===== src/rtl/spi_shifter_pkg.sv =====
package spi_shifter_pkg;
    parameter int unsigned BYTE_W   = 8;
    parameter int unsigned RELOAD_W = 8;

    localparam int unsigned HALF_W = $clog2(2 * BYTE_W);
    localparam int unsigned DIV_W  = RELOAD_W + 2;

    typedef enum logic [2:0] {
        RATE_FAST   = 3'd0,
        RATE_MID    = 3'd1,
        RATE_SLOW   = 3'd2,
        RATE_TIMER  = 3'd3,
        RATE_RELOAD = 3'd4
    } rate_e;

    typedef struct packed {
        logic              busy;
        logic [HALF_W-1:0] half;
        logic [BYTE_W-1:0] sr;
        logic              samp;
        logic [BYTE_W-1:0] rxbuf;
        logic              full;
        logic              irq;
        logic              wcol;
        logic              ovf;
    } core_state_t;
endpackage


===== src/rtl/spi_rate_gen.sv =====
module spi_rate_gen
    import spi_shifter_pkg::*;
(
    input  logic                clk,
    input  logic                rst_n,
    input  logic                run,
    input  logic [2:0]          rate_sel,
    input  logic [RELOAD_W-1:0] reload,
    input  logic                timer_tick,
    output logic                half_tick
);
    logic [DIV_W-1:0] len;
    logic [DIV_W-1:0] cnt_d, cnt_q;
    logic             use_timer;

    always_comb begin
        use_timer = 1'b0;
        case (rate_sel)
            RATE_MID:    len = DIV_W'(8);
            RATE_SLOW:   len = DIV_W'(32);
            RATE_TIMER:  begin len = DIV_W'(2); use_timer = 1'b1; end
            RATE_RELOAD: len = DIV_W'(2) * (DIV_W'(reload) + DIV_W'(1));
            default:     len = DIV_W'(2);
        endcase

        half_tick = run && (use_timer ? timer_tick : (cnt_q == '0));

        if (!run || cnt_q == '0) cnt_d = len - DIV_W'(1);
        else                     cnt_d = cnt_q - DIV_W'(1);
    end

    always_ff @(posedge clk or negedge rst_n) begin
        if (!rst_n) cnt_q <= '0;
        else        cnt_q <= cnt_d;
    end
endmodule


===== src/rtl/spi_shift_core.sv =====
module spi_shift_core
    import spi_shifter_pkg::*;
(
    input  logic              clk,
    input  logic              rst_n,
    input  logic              idle_high,
    input  logic              launch_early,
    input  logic              sample_late,
    input  logic              tx_en,
    input  logic              buf_wr,
    input  logic [BYTE_W-1:0] buf_wdata,
    input  logic              buf_rd,
    input  logic              status_clr,
    input  logic              sdi,
    input  logic              half_tick,
    output logic              busy,
    output logic              sck,
    output logic              sdo,
    output logic              sdo_oe,
    output logic [BYTE_W-1:0] buf_rdata,
    output logic              irq,
    output logic              wcol,
    output logic              ovf
);
    localparam logic [HALF_W-1:0] HALF_LAST = HALF_W'(2 * BYTE_W - 1);

    core_state_t       d, q;
    logic [BYTE_W-1:0] shifted;

    always_comb begin
        d       = q;
        shifted = {q.sr[BYTE_W-2:0], sample_late ? sdi : q.samp};

        if (status_clr) begin
            d.irq  = 1'b0;
            d.wcol = 1'b0;
            d.ovf  = 1'b0;
        end
        if (buf_rd) d.full = 1'b0;

        if (buf_wr && q.busy) d.wcol = 1'b1;
        if (buf_wr && !q.busy) begin
            d.busy = 1'b1;
            d.half = '0;
            d.sr   = buf_wdata;
        end

        if (q.busy && half_tick) begin
            if (!q.half[0]) d.samp = sdi;
            else            d.sr   = shifted;
            d.half = q.half + 1'b1;
            if (q.half == HALF_LAST) begin
                d.busy = 1'b0;
                d.irq  = 1'b1;
                if (q.full && !buf_rd) begin
                    d.ovf = 1'b1;
                end else begin
                    d.rxbuf = shifted;
                    d.full  = 1'b1;
                end
            end
        end
    end

    always_ff @(posedge clk or negedge rst_n) begin
        if (!rst_n) q <= '0;
        else        q <= d;
    end

    assign busy      = q.busy;
    assign sck       = idle_high ^ (q.busy & (q.half[0] ~^ launch_early));
    assign sdo       = tx_en & q.sr[BYTE_W-1];
    assign sdo_oe    = tx_en;
    assign buf_rdata = q.rxbuf;
    assign irq       = q.irq;
    assign wcol      = q.wcol;
    assign ovf       = q.ovf;
endmodule


===== src/rtl/spi_master_shifter.sv =====
module spi_master_shifter
    import spi_shifter_pkg::*;
(
    input  logic                clk,
    input  logic                rst_n,
    input  logic                cfg_idle_high,
    input  logic                cfg_launch_early,
    input  logic                cfg_sample_late,
    input  logic                cfg_tx_en,
    input  logic [2:0]          cfg_rate,
    input  logic [RELOAD_W-1:0] cfg_reload,
    input  logic                timer_tick,
    input  logic                buf_wr,
    input  logic [BYTE_W-1:0]   buf_wdata,
    input  logic                buf_rd,
    input  logic                status_clr,
    input  logic                sdi,
    output logic                sck,
    output logic                sdo,
    output logic                sdo_oe,
    output logic [BYTE_W-1:0]   buf_rdata,
    output logic                busy,
    output logic                irq_flag,
    output logic                wcol,
    output logic                rx_ovf
);
    logic half_tick;

    spi_rate_gen u_rate (
        .clk        (clk),
        .rst_n      (rst_n),
        .run        (busy),
        .rate_sel   (cfg_rate),
        .reload     (cfg_reload),
        .timer_tick (timer_tick),
        .half_tick  (half_tick)
    );

    spi_shift_core u_core (
        .clk          (clk),
        .rst_n        (rst_n),
        .idle_high    (cfg_idle_high),
        .launch_early (cfg_launch_early),
        .sample_late  (cfg_sample_late),
        .tx_en        (cfg_tx_en),
        .buf_wr       (buf_wr),
        .buf_wdata    (buf_wdata),
        .buf_rd       (buf_rd),
        .status_clr   (status_clr),
        .sdi          (sdi),
        .half_tick    (half_tick),
        .busy         (busy),
        .sck          (sck),
        .sdo          (sdo),
        .sdo_oe       (sdo_oe),
        .buf_rdata    (buf_rdata),
        .irq          (irq_flag),
        .wcol         (wcol),
        .ovf          (rx_ovf)
    );
endmodule


===== config.mk =====
export PLATFORM = sky130hd
export DESIGN_NAME = spi_master_shifter
export DESIGN_NICKNAME = d
export VERILOG_FILES = /design/src/rtl/spi_shifter_pkg.sv /design/src/rtl/spi_rate_gen.sv /design/src/rtl/spi_shift_core.sv /design/src/rtl/spi_master_shifter.sv
export SDC_FILE = /design/constraint.sdc
export NUM_CORES = 1
export LEC_CHECK = 0
export BUFFER_PORTS_ARGS = -buffer_cell sky130_fd_sc_hd__buf_2
export CORE_MARGIN = 2
export CORE_UTILIZATION = 40
export CTS_BUF_LIST = sky130_fd_sc_hd__clkbuf_4
export DETAILED_ROUTE_END_ITERATION = 7
export SETUP_SLACK_MARGIN = 0.15
export SYNTH_ARGS = -nofsm -noshare
export SYNTH_HDL_FRONTEND = slang
export SYNTH_SLANG_ARGS = --single-unit

===== constraint.sdc =====
create_clock -name clk -period 3.1 [get_ports clk]
set_input_delay 0.62 -clock clk [delete_from_list [all_inputs] [get_ports clk]]
set_output_delay 0.62 -clock clk [all_outputs]
set_load 0.01 [all_outputs]

==> results list, run 1 <==
- After the first detailed-routing iteration, the DRC count stood at 63.
* Met3 usage: 3.49%
- Maximum number of pins on one net before global-route repair: 37
- Number of standard cells after synthesis: 212
- Worst-path fanout max: 6
- Slew at the pin closest to its max-slew limit: 0.799 ns
* Number of max-cap violations: 0
* Global-route congestion overflow total: 0
- Final worst path period share: 88.8%
- First-pass GRT wire length: 7110 um
- Routability-driven placement finished with a final weighted congestion of 0.767.
- STA classifies the critical path startpoint as a register.
- Yosys printed 0 warnings.
* Inserted Clock Buffers: 5
- The clock tree synthesis step divided the H-tree into 2 levels.
* Global-route track usage on met1: 20.4%
- DRC violation count after routing: 0
* Largest vdd supply drop: 0.236 mV
- Between clock sinks in the finished design, the worst skew comes to 0.00249 ns.
- Clk sinks: 36
- The flow ran to the end, and the final reports show no timing, DRC or antenna violations.
* Via count normalized by instance count: 5.09
* Total wire length after detailed routing: 4160 um
- On the final layout, the worst hold slack is 0.354 ns.
- Averaged over all synthesized cells, the footprint is 10.2 um^2.
* Most used routing layer: met2
- Prevailing post-synth register cell: sky130_fd_sc_hd__dfrtp_1
* Endpoint type of the worst setup path: register
- Timing would allow up to 363 MHz.
* Die Outline Area: 6010 um^2
* Count of final setup violators: 0
- Port buffering added 44 buffers.
- The worst setup path is of the reg -> reg kind.
- Hold buffers post-CTS: 0
- Register bit total from synthesis: 36
- Half-perimeter wire length after placement: 3110 um
- The repair_antennas step left the layout with diodes totalling 0.
- Part of the Yosys area used for sequential elements: 41.7%
- Count of TritonRoute iterations in the first routing pass: 4
* Setup repair after global routing missed its margin: no
- Setup TNS: 0 ns
- Leakage: 1.12 nW
- In this run the horizontal extent of the chip is 77.5 um.
- Overall fraction of global-route tracks in use: 14.7%
- Once the clock tree was built, the setup fixing pass inserted 0 buffers.
- Clock transition at the registers of the reported paths: 0.11 ns
- Counting flops with a built-in enable in the synthesized netlist gives 0.
- CTS tree: yes
- Master cell of the clock root buffer: sky130_fd_sc_hd__clkbuf_4
- The clock reaches the later pin of the worst-skew pair after 0.34 ns.
* Class of the worst hold path: in -> async
* Final hold violation count: 0
- Worst R2R Start: u_rate.cnt_q[3]$_DFF_PN0_
* Via count: 1640
- The smallest clock period supported by the final layout is computed as 2.75 ns.
- Startpoint of the worst setup timing path: u_rate.cnt_q[3]$_DFF_PN0_
* Average wire per standard cell: 12.9 um
- Via count of the first global-routing pass: 1518
- Data on the critical path arrives at its endpoint at 2.99 ns.
* Area of the core region: 5170 um^2
- The area growth from synthesis to layout is 12.7%.
- Cells resized by post-CTS repair: 0
- Final Max Slew Viols: 0
* Initial antenna violation count: 0
- The largest individual stage delay along the critical path comes from the cell sky130_fd_sc_hd__or4_4.
* DRT antenna net count: 0
* Asr flop ratio synth: 100%
* CTS max path bufs: 2
- Critical path data required time: 3.34 ns
* Grt met2 use: 22.7%
- For this run, the slowest stage of the critical path takes 0.59 ns.
- Std-Cell Rows: 26
- During I/O placement, the number of pins put on the boundary was 45.
- The critical path goes through or4_4 -> o41ai_4 -> nand2_1 -> o21ai_0 -> ha_2 -> nand3b_1 -> or4_2 -> o311ai_1.
* Max_slew headroom: 46.8%
- Final nets: 284
- Net count of the mapped netlist: 245
* Initial Utilization: 41.8%
* Total standard cell area after synthesis: 2160 um^2
* Number of unique standard cell types used by synthesis: 55
- Of the cells placed in the final design, the portion with a size suffix greater than 1 is 31.7%.
- Power spread over the standard cell area amounts to 571 nW/um^2.
- Chip height: 77.5 um
==> worst max-delay path, delay by kind of cell, from the launching register on <==
family	cells	cell delay, ns
simple gates	4	1.31
compound gates	3	0.65
fa+ha+maj	1	0.27
flops	1	0.42
==> flip-flops by register name, summed over array words and instances (netlist names) <==
register          cells
u_core.q             14
u_rate.cnt_q         10
u_core.buf_rdata      8
u_core.busy           1
u_core.irq            1
u_core.ovf            1
u_core.wcol           1
==> per-stage QoR <==
| stage | instance area, um^2 | instances | util [%] | setup WS [ns] | total power, W |
|---|---|---|---|---|---|
| after global routing | 2430 | 322 | 47.1 | 0.193 | 0.00151 |
| after global placement | 2380 | 314 | 46.0 | 0.399 | 0.00115 |
| after detailed placement | 2380 | 314 | 46.0 | 0.335 | 0.00116 |
| after floorplan | 2160 | 212 | - | 0.437 | 0.00103 |
| final | 2430 | 322 | 47.1 | 0.346 | 0.00139 |
| after CTS | 2430 | 322 | 47.0 | 0.311 | 0.00141 |
==> cells in the mapped netlist, types with 3 or more instances <==
library cell	count	area share, %
sky130_fd_sc_hd__dfrtp_1	36	42
sky130_fd_sc_hd__nand2_1	18	3.1
sky130_fd_sc_hd__a21oi_1	13	3.0
sky130_fd_sc_hd__o21ai_0	13	3.0
sky130_fd_sc_hd__nor2_1	12	2.1
sky130_fd_sc_hd__mux2i_1	10	4.6
sky130_fd_sc_hd__xnor2_1	10	4.1
sky130_fd_sc_hd__buf_4	9	3.1
sky130_fd_sc_hd__mux2_2	9	4.7
sky130_fd_sc_hd__inv_1	6	1.0
sky130_fd_sc_hd__nand3_1	6	1.4
sky130_fd_sc_hd__xor2_1	6	2.4
sky130_fd_sc_hd__and2_1	4	1.2
sky130_fd_sc_hd__nand2b_1	4	1.2
sky130_fd_sc_hd__buf_6	3	1.6
sky130_fd_sc_hd__clkbuf_1	3	0.52
sky130_fd_sc_hd__ha_1	3	1.7
sky130_fd_sc_hd__nor3_1	3	0.69
==> where the power goes <==
part | switching (W) | internal, W | leakage, nW
Clock | 0.000159 | 0.0000833 | 0.0324
Sequential | 0.000124 | 0.000609 | 0.444
Combinational | 0.000203 | 0.000213 | 0.642
Total | 0.000486 | 0.000905 | 1.12
==> cells by family (layout without fill, tap and decap cells) <==
group	Yosys count	count (layout)	share of synthesized area (%)
xor+xnor	16	16	6.49
compound gates	45	45	14.2
simple gates	69	69	18.9
buf+inv	22	62	6.48
mux	21	21	10.5
flops	36	36	41.7
fa+ha+maj	3	3	1.74
==> worst paths after layout <==
| check | cells after the start | to | slack [ns] |
|---|---|---|---|
| worst max-delay path | 8 | u_rate.cnt_q[6]$_DFF_PN0_ | 0.35 |
| worst min register to register | 1 | u_rate.cnt_q[0]$_DFF_PN0_ | 0.50 |
| min in group clk | 2 | u_core.irq$_DFF_PN0_ | 0.48 |
| max in group asynchronous | 1 | u_core.buf_rdata[4]$_DFFE_PN0P_ | 2.24 |
| worst max register to register | 8 | u_rate.cnt_q[6]$_DFF_PN0_ | 0.35 |
| worst min-delay path | 1 | u_core.buf_rdata[5]$_DFFE_PN0P_ | 0.35 |
==> routing by layer <==
metal | wire length [um] | share of wire (%)
met5 | 0 | 0
met4 | 47 | 1.1
met3 | 165 | 4.0
met2 | 1870 | 45
met1 | 2080 | 50
==> cell type report <==
cell class | count | area [um^2]
Multi-Input combinational cell | 154 | 1120
Timing Repair Buffer | 48 | 250
Clock inverter | 3 | 13.8
Inverter | 6 | 22.5
Sequential cell | 36 | 901
Clock buffer | 5 | 37.5
Tap cell | 70 | 87.6
Fill cell | 511 | 2740
==> cell usage in the layout (no fill, tap or decap), types with 3 or more instances in the layout <==
cell / count
sky130_fd_sc_hd__xnor2_1: 10
sky130_fd_sc_hd__mux2_2: 9
sky130_fd_sc_hd__nor3_1: 3
sky130_fd_sc_hd__clkbuf_4: 5
sky130_fd_sc_hd__a21oi_1: 13
sky130_fd_sc_hd__xor2_1: 6
sky130_fd_sc_hd__buf_4: 4
sky130_fd_sc_hd__o21ai_0: 13
sky130_fd_sc_hd__nor2_1: 12
sky130_fd_sc_hd__inv_1: 6
sky130_fd_sc_hd__dfrtp_1: 36
sky130_fd_sc_hd__nand2b_1: 4
sky130_fd_sc_hd__mux2i_1: 10
sky130_fd_sc_hd__nand3_1: 6
sky130_fd_sc_hd__and2_1: 4
sky130_fd_sc_hd__buf_2: 44
sky130_fd_sc_hd__nand2_1: 18
Note: power is estimated with default switching activity, not from simulation.
==> run 2: changes to the inputs <==
--- a/config.mk
+++ b/config.mk
@@ -5,8 +5,9 @@
 export SDC_FILE = /design/constraint.sdc
 export NUM_CORES = 1
 export LEC_CHECK = 0
+export ABC_AREA = 1
 export BUFFER_PORTS_ARGS = -buffer_cell sky130_fd_sc_hd__buf_2
-export CORE_MARGIN = 2
+export CORE_ASPECT_RATIO = 0.6
 export CORE_UTILIZATION = 40
 export CTS_BUF_LIST = sky130_fd_sc_hd__clkbuf_4
 export DETAILED_ROUTE_END_ITERATION = 7
==> run 2 against run 1 <==
Compared with the run above:
- clock power rose by 37%
- largest cell class unchanged
- clock skew rose by 0.022 ns
- critical path depth fell by 3
- synthesized cell count rose by 36%
- largest power group unchanged
- total power rose by 20%
==> results list, run 2 <==
* Setup TNS: 0 ns
- Number of enable flip-flop cells after synthesis: 0
* Slew at the pin closest to its max-slew limit: 0.790 ns
- The area growth from synthesis to layout is 13.7%.
- Xor/xnor share of the synthesized area: 2.85%
- Once detailed placement completed, the half-perimeter wirelength came to 3780 um.
* Leading cell types by count after synthesis: sky130_fd_sc_hd__nand2_1, sky130_fd_sc_hd__inv_1, sky130_fd_sc_hd__dfrtp_1
- Measured along the y axis, the die boundary spans 58.8 um.
- Counting along the longest clock path gives a buffer depth of 2.
- Cells resized by post-CTS repair: 0
- The path class of the tightest hold or removal check is in -> async.
- The number of hold-slack violations in the final timing report was 0.
- Entering global routing, the biggest net connects 37 pins.
- Via count of the first global-routing pass: 1615
- In the routed layout, each cell is associated on average with a via count of 4.70.
- Number of standard cells after synthesis: 288
* Clk sinks: 36
- # H-tree levels: 2
* Largest vdd supply drop: 0.251 mV
- Cell family with most CP delay: flip-flops
- When the netlist entered floorplanning its net count stood at 321.
- Number of cells traversed by the worst register-to-register path: 13
* Asr flop ratio synth: 100%
- Measured against its own limit, the worst slew margin works out to 47.3%.
- The top cell types in the final layout, fill and taps aside, are sky130_fd_sc_hd__nand2_1, sky130_fd_sc_hd__buf_2, sky130_fd_sc_hd__inv_1.
- Dividing total power by cell area gives a power density of 682 nW/um^2.
- Average wire per standard cell: 12.0 um
- The core region is 5130 um^2.
* Initial Utilization: 42.0%
- Placer's final routability congestion estimate: 0.804
- The routed design could run at a clock period as short as 2.22 ns.
- The number of buffers and inverters on the critical path is 2.
* Worst-path cell with the longest stage delay: sky130_fd_sc_hd__dfrtp_1
* Global-route congestion overflow total: 0
- 45 I/O pins were placed.
* Cell taking the most area after synthesis: sky130_fd_sc_hd__dfrtp_1
- In the routed design, unresolved DRC markers number 0.
- Total standard cell area after synthesis: 2150 um^2
- By startpoint and endpoint, the worst setup path is classified as reg -> out.
- Total wire length after detailed routing: 4750 um
* Highest cell delay on the worst timing path: 0.54 ns
- Endpoint type of the worst setup path: output port
- The floorplan step defined a die boundary enclosing 5690 um^2.
* Inserted Clock Buffers: 5
- Synthesis inferred 36 register bits.
* Die boundary width: 96.7 um
* Largest family of logic cells by synthesized area: simple AND/OR/NAND/NOR gates
- The initialized floorplan defines 20 standard-cell rows.
- Most numerous cell in the Yosys netlist: sky130_fd_sc_hd__nand2_1
- STA puts the critical path data required time at 2.48 ns.
- Run status: complete, no violations
* Hold buffers post-CTS: 0
- Synthesized area per cell: 7.47 um^2
* Cell types occupying the most area after synthesis: sky130_fd_sc_hd__dfrtp_1, sky130_fd_sc_hd__nand2_1, sky130_fd_sc_hd__inv_1, sky130_fd_sc_hd__nand3_1, sky130_fd_sc_hd__nor2_1
* DRT antenna net count: 0
- Setup repair after global routing left no endpoint under its margin.
* CP arrival: 1.60 ns
* Final nets: 360
* Part of the Yosys area used for sequential elements: 41.9%
- Counting flops per register, the top entry is u_core.q.
* Prevailing post-synth register cell: sky130_fd_sc_hd__dfrtp_1
* Simple-gate share of the synthesized area: 30.0%
- In this run the post-CTS setup repair buffer count came out at 0.
- The synthesized netlist devotes 11.1% of its cell area to compound gates.
- Fin Clk Skew: 0.0241 ns
* Number of unique standard cell types used by synthesis: 31
* Top cell type's share of synthesized area: 41.9%
- Number of standard cells in the layout, taps in and fillers out: 394
* Clock Latency Late Sink: 0.34 ns
- Max Freq: 451 MHz
- Setup violations remaining at the end of the flow were counted as 0.
- Along the worst path, the maximum fanout reaches 8.
- First-pass GRT wire length: 7920 um
- Final worst path period share: 71.6%
* Power consumption: 0.00167 W
* Placed insts: 386
- Count of TritonRoute iterations in the first routing pass: 4
- The initial antenna violation count is 0.
* Via count: 1850
- Total number of yosys warnings: 0
- The tool flagged a number of max-cap violations equal to 0.
- Ordered cell list for the critical path: inv_2 -> a21oi_1 -> o21ai_0 -> xnor2_1 -> buf_2
* Post-synthesis share of cell area spent on full adders, half adders and majority gates: 1.74%
- The post-route netlist has 25.6% of its cells at a drive strength greater than 1.
- Leaving out fill and tap cells, the most frequent cell in the layout is sky130_fd_sc_hd__nand2_1.
- STA classifies the critical path startpoint as a register.
- Leakage: 1.35 nW
* CTS tree: yes
- Clock-pin slew was measured on the worst setup and hold paths at 0.13 ns.
- Overall fraction of global-route tracks in use: 18.0%
- The register with the most flip-flops in the layout has 14 of them.
- Buffers on Ports: 44
- First-iteration detailed-routing DRC count: 110
- The portion of synthesized area spent on multiplexers is 0%.
- The number of pins exceeding their max-slew limit in the final report was 0.
- The filler cells instantiated in the layout total 525.
- The critical path runs through a total of 5 cells.
- CTS placed an instance of sky130_fd_sc_hd__clkbuf_4 at the clock tree root.
* Antenna diode count: 0
[run 2: cell count changes after synthesis, moves of 6 or more]
cell / before / now
sky130_fd_sc_hd__a21oi_1: 13 / 2
sky130_fd_sc_hd__inv_1: 6 / 43
sky130_fd_sc_hd__mux2_2: 9 / 0
sky130_fd_sc_hd__mux2i_1: 10 / 0
sky130_fd_sc_hd__nand2_1: 18 / 74
sky130_fd_sc_hd__nand2_2: 0 / 6
sky130_fd_sc_hd__nand3_1: 6 / 25
sky130_fd_sc_hd__nor2_1: 12 / 25
sky130_fd_sc_hd__nor2_2: 0 / 7
sky130_fd_sc_hd__o21ai_2: 0 / 9
sky130_fd_sc_hd__xnor2_1: 10 / 3
[run 2: path summary, 6_finish.rpt]
kind / from / endpoint / slack (ns)
worst max-delay path: u_core.busy$_DFF_PN0_ / sck / 0.88
worst min-delay path: rst_n / u_core.buf_rdata[4]$_DFFE_PN0P_ / 0.34
worst max register to register: u_rate.cnt_q[9]$_DFF_PN0_ / u_rate.cnt_q[8]$_DFF_PN0_ / 1.12
worst min register to register: u_core.q[18]$_DFF_PN0_ / u_core.q[19]$_DFF_PN0_ / 0.49
max in group asynchronous: rst_n / u_rate.cnt_q[7]$_DFF_PN0_ / 2.24
min in group clk: u_core.q[18]$_DFF_PN0_ / u_core.q[19]$_DFF_PN0_ / 0.49
[run 2: power breakdown]
group / internal (W) / leakage [nW] / total [W] / switching, W
Sequential: 0.000627 / 0.452 / 0.000729 / 0.000102
Combinational: 0.000227 / 0.858 / 0.000609 / 0.000382
Clock: 0.000168 / 0.0412 / 0.000331 / 0.000163
Total: 0.00102 / 1.35 / 0.00167 / 0.000646
[run 2: stage by stage]
step                area (um^2)  setup WS, ns  hold slack, ns  util, %
floorplan                  2150          1.29           0.324        -
global placement           2370         0.939           0.462     46.1
detailed placement         2370         0.919           0.467     46.1
CTS                        2450         0.862           0.371     47.7
global route               2450         0.729           0.402     47.7
finish                     2450         0.881           0.336     47.7
[run 2: kinds of logic (layout without fill, tap and decap cells)]
kind of cell / after synthesis / in the layout
flip-flops: 36 / 36
buffers and inverters: 60 / 100
XOR/XNOR: 7 / 7
AND/OR/NAND/NOR: 144 / 144
adder cells (fa/ha/maj): 3 / 3
AO/OA/AOI/OAI: 38 / 38
[run 2: cell type report]
cell class | instances | area (um^2) | share of cell area [%]
clock inverters | 3 | 42.5 | 1.74
well taps | 66 | 82.6 | 3.37
flip-flops and latches | 36 | 901 | 36.8
repair buffers | 44 | 220 | 9.00
multi-input cells | 192 | 983 | 40.2
clock buffers | 5 | 37.5 | 1.53
inverters | 48 | 180 | 7.36
[run 2: layer usage]
metal  up-vias  global-route usage (%)  wire (um)
met5         -                       0          0
met4         0                    2.56         15
met3         2                    4.63        241
met2        35                    22.9       1690
met1       847                    29.7       2800
li1        966                       -          -
